===== config.mk =====
export PLATFORM = sky130hd
export DESIGN_NAME = decr_flag_unit
export DESIGN_NICKNAME = d
export VERILOG_FILES = /design/src/rtl/decr_pkg.sv /design/src/rtl/decr_control.sv /design/src/rtl/decr_datapath.sv /design/src/rtl/decr_flag_unit.sv
export SDC_FILE = /design/constraint.sdc
export NUM_CORES = 1
export LEC_CHECK = 0
export ABC_CLOCK_PERIOD_IN_PS = 800
export BUFFER_PORTS_ARGS = -buffer_cell sky130_fd_sc_hd__buf_2
export CORE_MARGIN = 2
export CORE_UTILIZATION = 52
export CTS_BUF_LIST = sky130_fd_sc_hd__clkbuf_8
export CTS_CLUSTER_DIAMETER = 150
export CTS_CLUSTER_SIZE = 12
export DETAILED_ROUTE_END_ITERATION = 7
export GPL_ROUTABILITY_DRIVEN = 0
export HOLD_SLACK_MARGIN = 0.03
export PLACE_DENSITY = 0.83
export SETUP_SLACK_MARGIN = 0.02
export SYNTH_ARGS = -nofsm -noshare
export SYNTH_HDL_FRONTEND = slang
export SYNTH_SLANG_ARGS = --single-unit

===== constraint.sdc =====
create_clock -name clk -period 0.8 [get_ports clk]
set_input_delay 0.04 -clock clk [delete_from_list [all_inputs] [get_ports clk]]
set_output_delay 0.04 -clock clk [all_outputs]
set_load 0.05 [all_outputs]

===== src/rtl/decr_pkg.sv =====
package decr_pkg;
  // Operand widths are BASE_W shifted left by the lane index
  parameter int BASE_W    = 8;
  parameter int NUM_SIZES = 4;
  localparam int DATA_W   = BASE_W << (NUM_SIZES - 1);
  localparam int SEL_W    = $clog2(NUM_SIZES);
  localparam int PAR_W    = 8;
  localparam int NIB_W    = 4;

  // Flag vector layout
  localparam int FLAG_W     = 6;
  localparam int FLG_CARRY  = 0;
  localparam int FLG_PARITY = 1;
  localparam int FLG_HALF   = 2;
  localparam int FLG_ZERO   = 3;
  localparam int FLG_SIGN   = 4;
  localparam int FLG_OVF    = 5;

  typedef struct packed {
    logic [NUM_SIZES-1:0] laneHot;  // one-hot operand width strobe
  } ctrlStrobes_t;
endpackage


===== src/rtl/decr_control.sv =====
module decr_control
  import decr_pkg::*;
(
  input  logic [SEL_W-1:0] widthSel,
  output ctrlStrobes_t     strobes
);
  always_comb begin
    strobes = '0;
    strobes.laneHot[widthSel] = 1'b1;
  end
endmodule


===== src/rtl/decr_datapath.sv =====
module decr_datapath
  import decr_pkg::*;
(
  input  logic [DATA_W-1:0] opIn,
  input  ctrlStrobes_t      strobes,
  input  logic [FLAG_W-1:0] flagsIn,
  output logic [DATA_W-1:0] resultComb,
  output logic [FLAG_W-1:0] flagsComb
);
  localparam logic [DATA_W-1:0] ALL_ONES = {DATA_W{1'b1}};

  logic [DATA_W-1:0] diff;
  logic [NUM_SIZES-1:0][DATA_W-1:0] laneMask;
  logic [NUM_SIZES-1:0] laneSign, laneZero, laneOvf;

  assign diff = opIn - DATA_W'(1);

  // One lane per supported width
  for (genvar i = 0; i < NUM_SIZES; i++) begin : g_lane
    localparam int W = BASE_W << i;
    localparam logic [DATA_W-1:0] MIN_NEG = DATA_W'(1) << (W - 1);
    assign laneMask[i] = ALL_ONES >> (DATA_W - W);
    assign laneSign[i] = diff[W-1];
    assign laneZero[i] = ((diff & laneMask[i]) == '0);
    assign laneOvf[i]  = ((opIn & laneMask[i]) == MIN_NEG);
  end

  logic [DATA_W-1:0] selMask;
  logic selSign, selZero, selOvf;

  always_comb begin
    selMask = '0;
    selSign = 1'b0;
    selZero = 1'b0;
    selOvf  = 1'b0;
    for (int k = 0; k < NUM_SIZES; k++) begin
      if (strobes.laneHot[k]) begin
        selMask = selMask | laneMask[k];
        selSign = selSign | laneSign[k];
        selZero = selZero | laneZero[k];
        selOvf  = selOvf  | laneOvf[k];
      end
    end
  end

  assign resultComb = (opIn & ~selMask) | (diff & selMask);

  always_comb begin
    flagsComb             = '0;
    flagsComb[FLG_CARRY]  = flagsIn[FLG_CARRY];
    flagsComb[FLG_PARITY] = ~^resultComb[PAR_W-1:0];
    flagsComb[FLG_HALF]   = (opIn[NIB_W-1:0] == '0);
    flagsComb[FLG_ZERO]   = selZero;
    flagsComb[FLG_SIGN]   = selSign;
    flagsComb[FLG_OVF]    = selOvf;
  end
endmodule


===== src/rtl/decr_flag_unit.sv =====
module decr_flag_unit
  import decr_pkg::*;
#(
  parameter bit OUT_REG = 1'b1
) (
  input  logic              clk,
  input  logic              rstN,
  input  logic [DATA_W-1:0] opIn,
  input  logic [SEL_W-1:0]  widthSel,
  input  logic [FLAG_W-1:0] flagsIn,
  output logic [DATA_W-1:0] resultOut,
  output logic [FLAG_W-1:0] flagsOut
);
  ctrlStrobes_t      strobes;
  logic [DATA_W-1:0] resultComb;
  logic [FLAG_W-1:0] flagsComb;

  decr_control u_ctrl (
    .widthSel (widthSel),
    .strobes  (strobes)
  );

  decr_datapath u_dp (
    .opIn       (opIn),
    .strobes    (strobes),
    .flagsIn    (flagsIn),
    .resultComb (resultComb),
    .flagsComb  (flagsComb)
  );

  if (OUT_REG) begin : g_reg
    always_ff @(posedge clk or negedge rstN) begin
      if (!rstN) begin
        resultOut <= '0;
        flagsOut  <= '0;
      end else begin
        resultOut <= resultComb;
        flagsOut  <= flagsComb;
      end
    end
  end else begin : g_comb
    assign resultOut = resultComb;
    assign flagsOut  = flagsComb;
  end
endmodule


==> results of run 1 <==
kinds of logic after synthesis:
logic type / Yosys count
buf+inv: 31
compound gates: 27
simple gates: 209
fa+ha+maj: 2
xor+xnor: 84
mux: 2
flops: 70
Yosys cell counts (3+ instances only):
master	instances	share of area
buf_2	5	0.0062
or4_1	7	0.013
clkbuf_1	17	0.016
o21ai_0	4	0.0050
nand3b_1	5	0.0094
dfrtp_1	70	0.44
nor4_1	28	0.044
xnor2_1	39	0.085
a2111oi_0	3	0.0066
or3_1	11	0.017
nand3_1	13	0.016
nand2b_1	5	0.0078
inv_1	8	0.0075
nor3_1	44	0.055
nand2_1	35	0.033
nor2b_1	3	0.0047
nand4_1	9	0.014
xor2_1	45	0.098
nor3b_1	3	0.0056
nor4b_1	4	0.0087
nor2_1	30	0.028
stage by stage:
| stage | hold WS, ns | setup TNS [ns] | instance area [µm²] |
|---|---|---|---|
| 2_1_floorplan | -0.256 | -51.43 | 4560 |
| 3_3_place_gp | -0.0668 | -68.99 | 6450 |
| 3_5_place_dp | -0.0620 | -73.48 | 6450 |
==> summary.txt, run 1 <==
Logic synthesis
  – Post-Synth XOR/XNOR Area: 0.184
  – Ys async rst share: 1.00
  – Yosys reg bits: 70
  – Syn. warnings: 0
  – Cell count after synthesis: 425
  – Post-synth EDFFs: 0
  – Per-instance average area after synthesis: 9.42 µm²
  – Portion of netlist area occupied by mux cells: 0.00844
  – Netlist Area Pre-Place: 4000 µm²
  – Synth Area in Compound Gates: 0.0541
  – Part of the Yosys area used for sequential elements: 0.438
  – Prevailing post-synth register cell: dfrtp_1
  – Post-synth cell types: 49
  – Simple-Gate Fraction of Synth Area: 0.279
  – Syn nets: 501
  – Synth Area in Adders: 0.00625
  – Largest family of logic cells by synthesized area: simple AND/OR/NAND/NOR gates

Clock network
  – Clock buffer depth: 2
  – Cts bufs inserted: 9
  – H-tree depth: 3
  – Post-cts sizing count: 287
  – CTS Hold Buffers Added: 19
  – Root Driver: clkbuf_8
  – Sink Count: 70
  – Setup Buffers After CTS: 28

Floorplanning
  – Io pins: 144
  – Cell row count: 31
  – Die Wd: 91.7 µm
  – Starting Density: 0.543
  – Die height: 91.7 µm

Place
  – Cells after DPL: 805
  – Place WS: -2.02 ns
  – Dpl hpwl: 11700 µm
  – Port bufs: 138

Outcome
  – Log Error: [ERROR DPL-0038] Utilization greater than 100%, impossible to legalize
  – Status: did not finish
  – Fail Step: clock tree synthesis (4_1_cts)
==> run 2, diff against run 1 <==
Settings changed: CORE_UTILIZATION 52 to 40, CTS_BUF_LIST sky130_fd_sc_hd__clkbuf_8 to not set, CTS_CLUSTER_DIAMETER 150 to not set, CTS_CLUSTER_SIZE 12 to not set, HOLD_SLACK_MARGIN 0.03 to not set, PLACE_DENSITY 0.83 to not set, PLACE_DENSITY_LB_ADDON set to 0.15, SETUP_SLACK_MARGIN 0.02 to not set.
==> run 2 against run 1 <==
Against the previous run:
- the flow now finishes, with violations (negative setup slack)
- synthesized cell count unchanged
- area after synthesis stayed put
==> summary.txt, run 2 <==
Outcome
  – Status: complete, but fails checks
  – Failing checks: negative setup slack

Min path
  – Hold path cells: 3
  – Worst hold endpoint: resultOut[49]$_DFF_PN0_
  – Hold Path Class: in2reg
  – Critical hold path startpoint: opIn[49]

Logic synthesis
  – Syn nets: 501 (unchanged)
  – Ys async rst share: 1.00 (unchanged)
  – Most frequent cells after synthesis: dfrtp_1, xor2_1, nor3_1, xnor2_1, nand2_1
  – Top-count cell post-synth: dfrtp_1
  – Cell taking the most area after synthesis: dfrtp_1
  – Part of the Yosys area used for sequential elements: 0.438 (unchanged)
  – Post-synth EDFFs: 0 (unchanged)
  – Yosys reg bits: 70 (unchanged)
  – Synth top area share: 0.438 (unchanged)
  – Post-synth cell types: 49 (unchanged)
  – Syn. warnings: 0 (unchanged)
  – Top cells by area, synth: dfrtp_1, xor2_1, xnor2_1
  – Netlist Area Pre-Place: 4000 µm² (unchanged)
  – Prevailing post-synth register cell: dfrtp_1
  – Per-instance average area after synthesis: 9.42 µm² (unchanged)
  – Cell count after synthesis: 425 (unchanged)

Floorplanning
  – Die Wd: 104 µm (+13%)
  – CORE AREA: 9730 µm²
  – Die ar.: 10800 µm²
  – Die height: 104 µm (+13%)
  – Starting Density: 0.412 (-0.132)
  – Cell row count: 36 (+16%)
  – Io pins: 144 (unchanged)

STA
  – Final Hold Viols: 0
  – Final min period: 2.42 ns
  – Max Clock Freq: 413 MHz
  – Hold_ws: 0.0183 ns
  – Max_slew headroom: 0.614
  – Unrepaired setup endpoints after global routing: true
  – Final setup vio count: 132
  – Final Max Slew Viols: 0
  – Total negative slack: -64.04 ns
  – Final worst slack: -1.62 ns
  – Worst slew pin tran: 0.564 ns
  – Final period util: 3.03

GRT
  – Total GRT Usage: 0.333
  – Largest net degree at the start of global routing: 24
  – First-pass GRT wire length: 28300 µm
  – Vias in the first global route: 5473
  – Initial antenna violation count: 1
  – Remaining global-route overflow: 0

Cells and area
  – Commonest cells after routing, fill and taps aside: buf_4, buf_6, dfrtp_1, buf_2, xor2_1
  – Final Core Density: 0.917
  – Layout cells sized above 1: 0.615
  – Register ranked first by flip-flop count: resultOut
  – FILL cells: 337
  – Non-filler cells, final: 945
  – Nets: 882
  – Area growth, synth to finish: 123%
  – Largest register FFs: 64
  – Biggest regs: resultOut: 64 flops, flagsOut: 6 flops
  – Post-route cell area: 8920 µm²
  – Most common cell after layout, fill and taps aside: buf_4

Place
  – Dpl hpwl: 10600 µm (-8.8%)
  – Cells after DPL: 836 (+3.9%)
  – Place WS: -1.99 ns (+0.0325 ns)
  – Port bufs: 138 (unchanged)
  – Placement Cell Area: 6480 µm² (+0.43%)

Drt
  – Drt first pass iters: 8
  – Vias: 5725
  – Routed WL: 23400 µm
  – Vias per cell: 6.06
  – Starting DRC count in detailed routing: 639
  – Number of nets with antenna violations after routing: 0
  – DRC viols: 0
  – Routed WL per cell: 24.8 µm

Run
  – MaxCap Viol Count: 0

Pwr
  – Total power: 11.0 mW
  – Worst VDD drop: 944 µV
  – Leakage Power: 4.08 nW
  – Pwr Density: 1230 nW/µm²

Setup path
  – Delay-heaviest family, CP: simple AND/OR/NAND/NOR gates
  – CP cell instances: buf_6 > or4_4 > buf_4 > buf_6 > nor4_4 > nand2_1 > or4bb_1 > a211oi_2 > nand4_1 > o41ai_2
  – CP Depth: 10
  – Crit path max fanout: 2
  – Crit path top cell by count: buf_6
  – Crit path largest cell delay: 0.56 ns
  – WS Path Type: in2reg
  – Crit end category: flip-flop
  – Worst Path Arrival: 2.70 ns
  – CP max stage cell: or4_4
  – Crit path buf inv count: 3
  – CP Launch Type: input port
  – Req. time, crit path: 1.08 ns

Clock network
  – CTS clk-pin slew, worst paths: 0.09 ns
  – H-tree depth: 3 (unchanged)
  – TritonCTS clock tree: yes
  – Clock buffer depth: 2 (unchanged)
  – Root Driver: clkbuf_8
  – Cts bufs inserted: 9 (unchanged)
  – Sink Count: 70 (unchanged)
run 2: cell counts after synthesis:
No cell type changed its count.
run 2: worst max-delay path by stage:
stage | startpoint | endpoint | slack, ns
finish | opIn[34] | flagsOut[3]$_DFF_PN0_ | -1.62
global route | opIn[34] | flagsOut[3]$_DFF_PN0_ | -1.71
CTS | opIn[34] | flagsOut[3]$_DFF_PN0_ | -1.50
detailed placement | opIn[34] | flagsOut[3]$_DFF_PN0_ | -1.99
global placement | opIn[34] | flagsOut[3]$_DFF_PN0_ | -1.88
floorplan | opIn[34] | flagsOut[3]$_DFF_PN0_ | -1.92
run 2: layout make-up:
class                           instances  area (µm²)  share of cell area
Timing Repair Buffer                  393        3540               0.397
Multi-Input combinational cell        324        3170               0.356
Sequential cell                        70        1750               0.196
Tap cell                              133         166              0.0187
Clock buffer                           11         151              0.0170
Clock inverter                          5        81.3             0.00912
Inverter                                8        50.0             0.00561
Antenna cell                            1        2.50            0.000281
run 2: what timing repair did:
item / in CTS / in global routing
setup buffers: 26 / 34
hold buffers: 38 / 1
pin swaps: 60 / 54
setup endpoints to repair: 131 / 134
hold endpoints to repair: 107 / 1
gates resized for setup: 256 / 91
run 2: per-layer routing:
metal,global-route usage,vias up,share of wire
met5,0,-,0
met4,0.194,0,0.071
met3,0.0764,159,0.099
met2,0.567,530,0.49
met1,0.383,2760,0.34
li1,-,2276,-
run 2: power breakdown:
part	total (mW)	switching (mW)	internal, mW
logic	3.60	2.07	1.54
clock network	3.52	1.60	1.93
registers	3.87	0.125	3.75
run 2: cells by family (layout without fill, tap and decap cells):
family,count (synthesis),in the layout,synth area share
adders and majority gates,2,2,0.00625
DFF,70,70,0.438
xor gates and xnor gates,84,84,0.184
other,0,1,0
AOI/OAI and AO/OA,27,27,0.0541
buffers and inverters,31,417,0.0306
muxes,2,2,0.00844
and+or+nand+nor,209,209,0.279
run 2: worst min-delay path: stages:
cell	delay [ns]
buf_2	0.10
buf_4	0.16
xor2_1	0.07
No activity file was read; power rests on OpenSTA's default activity.
